### config.mk
export PLATFORM = sky130hd
export DESIGN_NAME = tw_regwrite
export DESIGN_NICKNAME = d
export VERILOG_FILES = /design/src/rtl/tw_pkg.sv /design/src/rtl/tw_sync.sv /design/src/rtl/tw_deser.sv /design/src/rtl/tw_regbank.sv /design/src/rtl/tw_regwrite.sv
export SDC_FILE = /design/constraint.sdc
export NUM_CORES = 1
export LEC_CHECK = 0
export ABC_AREA = 1
export BUFFER_PORTS_ARGS = -buffer_cell sky130_fd_sc_hd__buf_2
export CORE_UTILIZATION = 59
export DETAILED_ROUTE_END_ITERATION = 8
export PLACE_DENSITY = 0.85
export SYNTH_ARGS = -nofsm -noshare
export SYNTH_HDL_FRONTEND = slang
export SYNTH_SLANG_ARGS = --single-unit
### constraint.sdc
create_clock -name clk -period 2.7 [get_ports clk]
set_input_delay 0.675 -clock clk [delete_from_list [all_inputs] [get_ports clk]]
set_output_delay 0.675 -clock clk [all_outputs]
set_load 0.05 [all_outputs]
### src/rtl/tw_pkg.sv
package tw_pkg;

  typedef enum logic [1:0] {
    EV_NONE  = 2'd0,
    EV_BIT   = 2'd1,
    EV_XFER  = 2'd2,
    EV_ABORT = 2'd3
  } line_ev_e;

  // Classify one oversampled step of the two lines.
  function automatic line_ev_e classify(input logic c, input logic pc,
                                        input logic d, input logic pd);
    if (c && !pc)                 return EV_BIT;
    else if (c && pc && d && !pd) return EV_XFER;
    else if (c && pc && !d && pd) return EV_ABORT;
    else                          return EV_NONE;
  endfunction

endpackage

### src/rtl/tw_sync.sv
module tw_sync #(
  parameter int STAGES  = 2,
  parameter int W       = 2,
  parameter logic RST_VAL = 1'b1
) (
  input  logic         clk,
  input  logic         rst_n,
  input  logic [W-1:0] d,
  output logic [W-1:0] q
);
  logic [W-1:0] chain [STAGES];

  always_ff @(posedge clk or negedge rst_n) begin
    if (!rst_n) begin
      for (int i = 0; i < STAGES; i++) chain[i] <= {W{RST_VAL}};
    end else begin
      chain[0] <= d;
      for (int i = 1; i < STAGES; i++) chain[i] <= chain[i-1];
    end
  end

  assign q = chain[STAGES-1];
endmodule

### src/rtl/tw_deser.sv
module tw_deser
  import tw_pkg::*;
#(
  parameter int DATA_W = 8,
  parameter int ADDR_W = 4
) (
  input  logic              clk,
  input  logic              rst_n,
  input  logic              line_c,
  input  logic              line_d,
  output line_ev_e          ev,
  output logic              commit,
  output logic [ADDR_W-1:0] c_addr,
  output logic [DATA_W-1:0] c_data
);
  localparam int WORD_W    = DATA_W + ADDR_W;
  localparam int CNT_ARMED = WORD_W + 1;
  localparam int CNT_MAX   = WORD_W + 2;
  localparam int CNT_W     = $clog2(CNT_MAX + 1);

  logic              prev_c, prev_d;
  logic [CNT_W-1:0]  cnt;
  logic [WORD_W-1:0] sr;

  function automatic logic [CNT_W-1:0] next_count(input logic [CNT_W-1:0] c);
    return (c == CNT_W'(CNT_MAX)) ? c : c + 1'b1;
  endfunction

  assign ev     = classify(line_c, prev_c, line_d, prev_d);
  assign commit = (ev == EV_XFER) && (cnt == CNT_W'(CNT_ARMED));
  assign c_data = sr[DATA_W-1:0];
  assign c_addr = sr[WORD_W-1:DATA_W];

  always_ff @(posedge clk or negedge rst_n) begin
    if (!rst_n) begin
      prev_c <= 1'b1;
      prev_d <= 1'b1;
      cnt    <= '0;
      sr     <= '0;
    end else begin
      prev_c <= line_c;
      prev_d <= line_d;
      case (ev)
        EV_BIT: begin
          if (cnt < CNT_W'(WORD_W)) sr <= {line_d, sr[WORD_W-1:1]};
          cnt <= next_count(cnt);
        end
        EV_XFER, EV_ABORT: begin
          cnt <= '0;
          sr  <= '0;
        end
        default: ;
      endcase
    end
  end

  // every rising serial clock edge advances the bit count until saturation
  p_count_step_r2: assert property (@(posedge clk) disable iff (!rst_n)
    (ev == EV_BIT && cnt < CNT_W'(CNT_MAX)) |=> (cnt == $past(cnt) + 1'b1));

  // any data change while the clock is high clears the count
  p_clear_after_change_r5: assert property (@(posedge clk) disable iff (!rst_n)
    (ev == EV_XFER || ev == EV_ABORT) |=> (cnt == '0));

  // with no event, the partial word is left alone
  p_idle_hold_r8: assert property (@(posedge clk) disable iff (!rst_n)
    (ev == EV_NONE) |=> ($stable(cnt) && $stable(sr)));
endmodule

### src/rtl/tw_regbank.sv
module tw_regbank #(
  parameter int DATA_W = 8,
  parameter int ADDR_W = 4
) (
  input  logic                         clk,
  input  logic                         rst_n,
  input  logic                         commit,
  input  logic [ADDR_W-1:0]            c_addr,
  input  logic [DATA_W-1:0]            c_data,
  output logic [(1<<ADDR_W)*DATA_W-1:0] regs_o,
  output logic                         wr_stb,
  output logic [ADDR_W-1:0]            wr_addr,
  output logic [DATA_W-1:0]            wr_data
);
  localparam int NUM_REGS = 1 << ADDR_W;

  logic [DATA_W-1:0] regs [NUM_REGS];

  always_ff @(posedge clk or negedge rst_n) begin
    if (!rst_n) begin
      for (int i = 0; i < NUM_REGS; i++) regs[i] <= '0;
      wr_stb  <= 1'b0;
      wr_addr <= '0;
      wr_data <= '0;
    end else begin
      wr_stb <= commit;
      if (commit) begin
        regs[c_addr] <= c_data;
        wr_addr      <= c_addr;
        wr_data      <= c_data;
      end
    end
  end

  for (genvar g = 0; g < NUM_REGS; g++) begin : g_flat
    assign regs_o[g*DATA_W +: DATA_W] = regs[g];
  end

  // the strobe lasts a single cycle
  p_strobe_single_r4: assert property (@(posedge clk) disable iff (!rst_n)
    wr_stb |=> !wr_stb);

  // strobe reports what the register now holds
  p_strobe_value_r4: assert property (@(posedge clk) disable iff (!rst_n)
    wr_stb |-> (regs[wr_addr] == wr_data));

  // without a commit no register moves
  p_quiet_hold_r7: assert property (@(posedge clk) disable iff (!rst_n)
    !commit |=> $stable(regs_o));
endmodule

### src/rtl/tw_regwrite.sv
module tw_regwrite
  import tw_pkg::*;
#(
  parameter int DATA_W      = 8,
  parameter int ADDR_W      = 4,
  parameter int SYNC_STAGES = 2
) (
  input  logic                          clk,
  input  logic                          rst_n,
  input  logic                          ser_clk,
  input  logic                          ser_dat,
  output logic [(1<<ADDR_W)*DATA_W-1:0] regs_o,
  output logic                          wr_stb,
  output logic [ADDR_W-1:0]             wr_addr,
  output logic [DATA_W-1:0]             wr_data
);
  logic [1:0]        lines_s;
  line_ev_e          ev;
  logic              commit;
  logic [ADDR_W-1:0] c_addr;
  logic [DATA_W-1:0] c_data;

  tw_sync #(.STAGES(SYNC_STAGES), .W(2), .RST_VAL(1'b1)) u_sync (
    .clk(clk), .rst_n(rst_n), .d({ser_clk, ser_dat}), .q(lines_s));

  tw_deser #(.DATA_W(DATA_W), .ADDR_W(ADDR_W)) u_deser (
    .clk(clk), .rst_n(rst_n), .line_c(lines_s[1]), .line_d(lines_s[0]),
    .ev(ev), .commit(commit), .c_addr(c_addr), .c_data(c_data));

  tw_regbank #(.DATA_W(DATA_W), .ADDR_W(ADDR_W)) u_bank (
    .clk(clk), .rst_n(rst_n), .commit(commit), .c_addr(c_addr), .c_data(c_data),
    .regs_o(regs_o), .wr_stb(wr_stb), .wr_addr(wr_addr), .wr_data(wr_data));

  // a commit only ever comes from a transfer event
  p_commit_from_xfer_r3: assert property (@(posedge clk) disable iff (!rst_n)
    commit |-> (ev == EV_XFER));
endmodule

==> impl_metrics.csv <==
group,metric,value,unit
outcome,status,"finished, final reports clean",
timing,setup_viol,0,
timing,rsz0062_at_grt,"no",
critical_path,crit_start,"u_sync.q[1]$_DFF_PN1_",
critical_path,r2r_cells,6,
yosys,ys_types,21,
detailed_routing,wl_per_cell,17.3,um
worst_hold_path,hp-class,"input port to asynchronous set/reset pin",
yosys,syn_area_per_cell,9.41,um^2
final_layout,utilization,0.725,
clock_network,clkTransAtPathRegs,0.06,ns
yosys,yosys-top-cells-count,"nand2_1 (294), dfrtp_1 (157), nand4_1 (121)",
power_and_ir_drop,p_leak,4.68,nW
clock_network,cts.sinks,163,
yosys,yosysWarnings,0,
global_route,grt_pass1_wl,27.8,mm
clock_network,root_buffer,"clkbuf_16",
global_route,grt_max_degree,71,
timing,holdWs,0.236,ns
final_layout,stdcell_area,8270,um^2
floorplanning,io_pins,145,
floorplanning,die_area,12100,um^2
yosys,synth_edf_count,0,
floorplanning,fp-row-count,39,
yosys,synth_top_area_frac,0.569,
critical_path,r2r-start,"u_sync.q[1]$_DFF_PN1_",
timing,slew_headroom,0.404,
final_layout,syn2layout_area_growth,19.8,%
yosys,yosysMostFrequentCell,"nand2_1",
timing,finalCriticalPeriod,1.92,ns
floorplanning,coreArea,11400,um^2
clock_network,post_cts_buffers,0,
critical_path,critPathMaxFanout,66,
yosys,syn_area,6910,um^2
clock_network,cts-buffers-inserted,17,
global_route,met3_usage,0.0676,
detailed_routing,avgViaCountPerCell,5.79,
yosys,ys_seq_area_frac,0.591,
clock_network,ctsLongestPathBuffers,2,
critical_path,setup.worst_path.end_class,"flop",
critical_path,path_class,"flop to flop",
detailed_routing,vias,5856,
clock_network,cts_tree,"built",
yosys,synth_area_leaders,"dfrtp_1 (57%), nand2_1 (16%), nand4_1 (11%)",
yosys,synth_ff_type,"dfrtp_1",
timing,tns,0,ns
run,maxCapViolations,0,
detailed_routing,route.detailed.drc,0,
timing,slew_viol_final,0,
yosys,synth_area_leader_cell,"dfrtp_1",
timing,fmax,0.520,GHz
timing,hold_viol,0,
clock_network,ctsResizeCount,0,
power_and_ir_drop,power_density,669,nW/um^2
floorplanning,initial_core_util,0.605,
critical_path,cp.arrival,2.21,ns
global_route,grt_use_total,0.308,
timing,worst_pin_slew,0.894,ns
detailed_routing,wl,17.5,mm
yosys,ys_ff_latch,163,
critical_path,reg2reg_slack,0.78,ns
power_and_ir_drop,max-vdd-ir-drop,418,uV
global_route,grt_antenna_before_repair,0,
critical_path,startpoint_type,"flop",
global_route,grt_pass1_vias,5348,
floorplanning,die_y,110,um
timing,skew,0.00915,ns
critical_path,endpoint,"u_bank.regs_o[127]$_DFFE_PN0P_",
placed_design,placed_area,7630,um^2
final_layout,drive_above_1_share,0.257,
clock_network,clk_latency,0.42,ns
timing,fin_crit_sh,0.712,
yosys,synthArstFlopShare,1.00,
global_route,grt_use_met2,0.487,
detailed_routing,final_antenna_net_count,0,
placed_design,place_hpwl,10.9,mm
global_route,top_usage_layer,"met2",
yosys,syn_inst,734,
floorplanning,fp.dieW,110,um
placed_design,io_buffer_count,144,
critical_path,reg2reg_to,"u_bank.regs_o[127]$_DFFE_PN0P_",
yosys,synth_nets,741,
placed_design,gp_congestion,0.826,
detailed_routing,firstDrtPassIters,6,
global_route,use_met1,0.425,
final_layout,nets,863,
detailed_routing,detail_route.iter0.violations,504,
critical_path,cp.required,2.99,ns
clock_network,h-tree-depth,4,
final_layout,diodes,0,
global_route,grt-ovfl-total,0,
clock_network,cts_hold_buf,0,
==> power breakdown <==
group	internal [mW]	leakage [nW]	total, mW	switching (mW)
Clock	1.66	0.309	2.64	0.971
Sequential	2.49	2.25	2.59	0.102
Combinational	0.0725	2.12	0.310	0.237
Total	4.22	4.68	5.53	1.31
==> state kept, by name (all words and copies together), names as in the netlist <==
| name | flops |
|---|---|
| u_bank.regs_o | 128 |
| u_deser.sr | 12 |
| u_bank.wr_data | 8 |
| u_bank.wr_addr | 4 |
| u_deser.cnt | 4 |
| u_sync.chain | 2 |
| u_sync.q | 2 |
| u_bank.wr_stb | 1 |
| u_deser.prev_c | 1 |
| u_deser.prev_d | 1 |
==> worst min path at each step <==
stage,start,endpoint,slack (ns)
2_1_floorplan,u_sync.chain[2]$_DFF_PN1_,u_sync.q[0]$_DFF_PN1_,0.35
3_3_place_gp,u_sync.chain[2]$_DFF_PN1_,u_sync.q[0]$_DFF_PN1_,0.35
3_5_place_dp,u_sync.chain[3]$_DFF_PN1_,u_sync.q[1]$_DFF_PN1_,0.35
4_1_cts,rst_n,u_bank.wr_data[5]$_DFFE_PN0P_,0.25
5_1_grt,rst_n,u_bank.regs_o[122]$_DFFE_PN0P_,0.26
6_report,rst_n,u_bank.regs_o[125]$_DFFE_PN0P_,0.24
==> per-layer routing <==
| layer | wire [um] | vias up | part of all wire |
|---|---|---|---|
| met1 | 7520 | 2873 | 0.43 |
| li1 | - | 2713 | - |
| met3 | 1130 | 29 | 0.065 |
| met4 | 340 | 0 | 0.019 |
| met2 | 8480 | 241 | 0.49 |
| met5 | 0 | - | 0 |
==> cell type report <==
cell class | instances | area, um^2
Clock buffer | 19 | 443
Clock inverter | 13 | 205
Fill cell | 828 | 3140
Inverter | 23 | 86.3
Multi-Input combinational cell | 497 | 2410
Sequential cell | 163 | 4090
Tap cell | 143 | 179
Timing Repair Buffer | 154 | 865
==> cells in the final DEF, fill, tap and decap left out, types with 5 or more instances in the layout <==
cell / n
buf_2: 143
o21ai_0: 25
clkbuf_16: 17
nor2_1: 7
nor2_4: 8
buf_4: 5
dfrtp_1: 157
nand3_1: 8
inv_1: 20
buf_12: 5
o21ai_1: 8
nand2_1: 294
nand4_1: 121
nand3_2: 12
dfstp_2: 6
bufinv_16: 5
nor2_2: 9
==> kinds of logic (layout without fill, tap and decap cells) <==
family                     after synthesis  count (layout)  share of synthesized area
and+or+nand+nor                        459             459                      0.316
xor gates and xnor gates                 1               1                    0.00127
adders and majority gates                3               3                    0.00543
buffers and inverters                   74             209                     0.0616
DFF                                    163             163                      0.591
AOI/OAI and AO/OA                       34              34                     0.0246
==> critical path, stage by stage, from the launching register on <==
cell and delay, ns:
dfstp_2 0.54, nand2_1 0.10, nor2_4 0.21, buf_12 0.29, nand3_2 0.34, nand2_1 0.17, o21ai_1 0.09
==> per-stage QoR <==
step           cells  setup slack (ns)  power, mW
5_1_grt         1012             0.606       5.72
3_5_place_dp     980             0.808       2.94
6_report        1012             0.778       5.53
2_1_floorplan    734              1.26       2.80
4_1_cts         1012             0.798       5.55
3_3_place_gp     980             0.893       2.93
No activity file was read; power rests on OpenSTA's default activity.
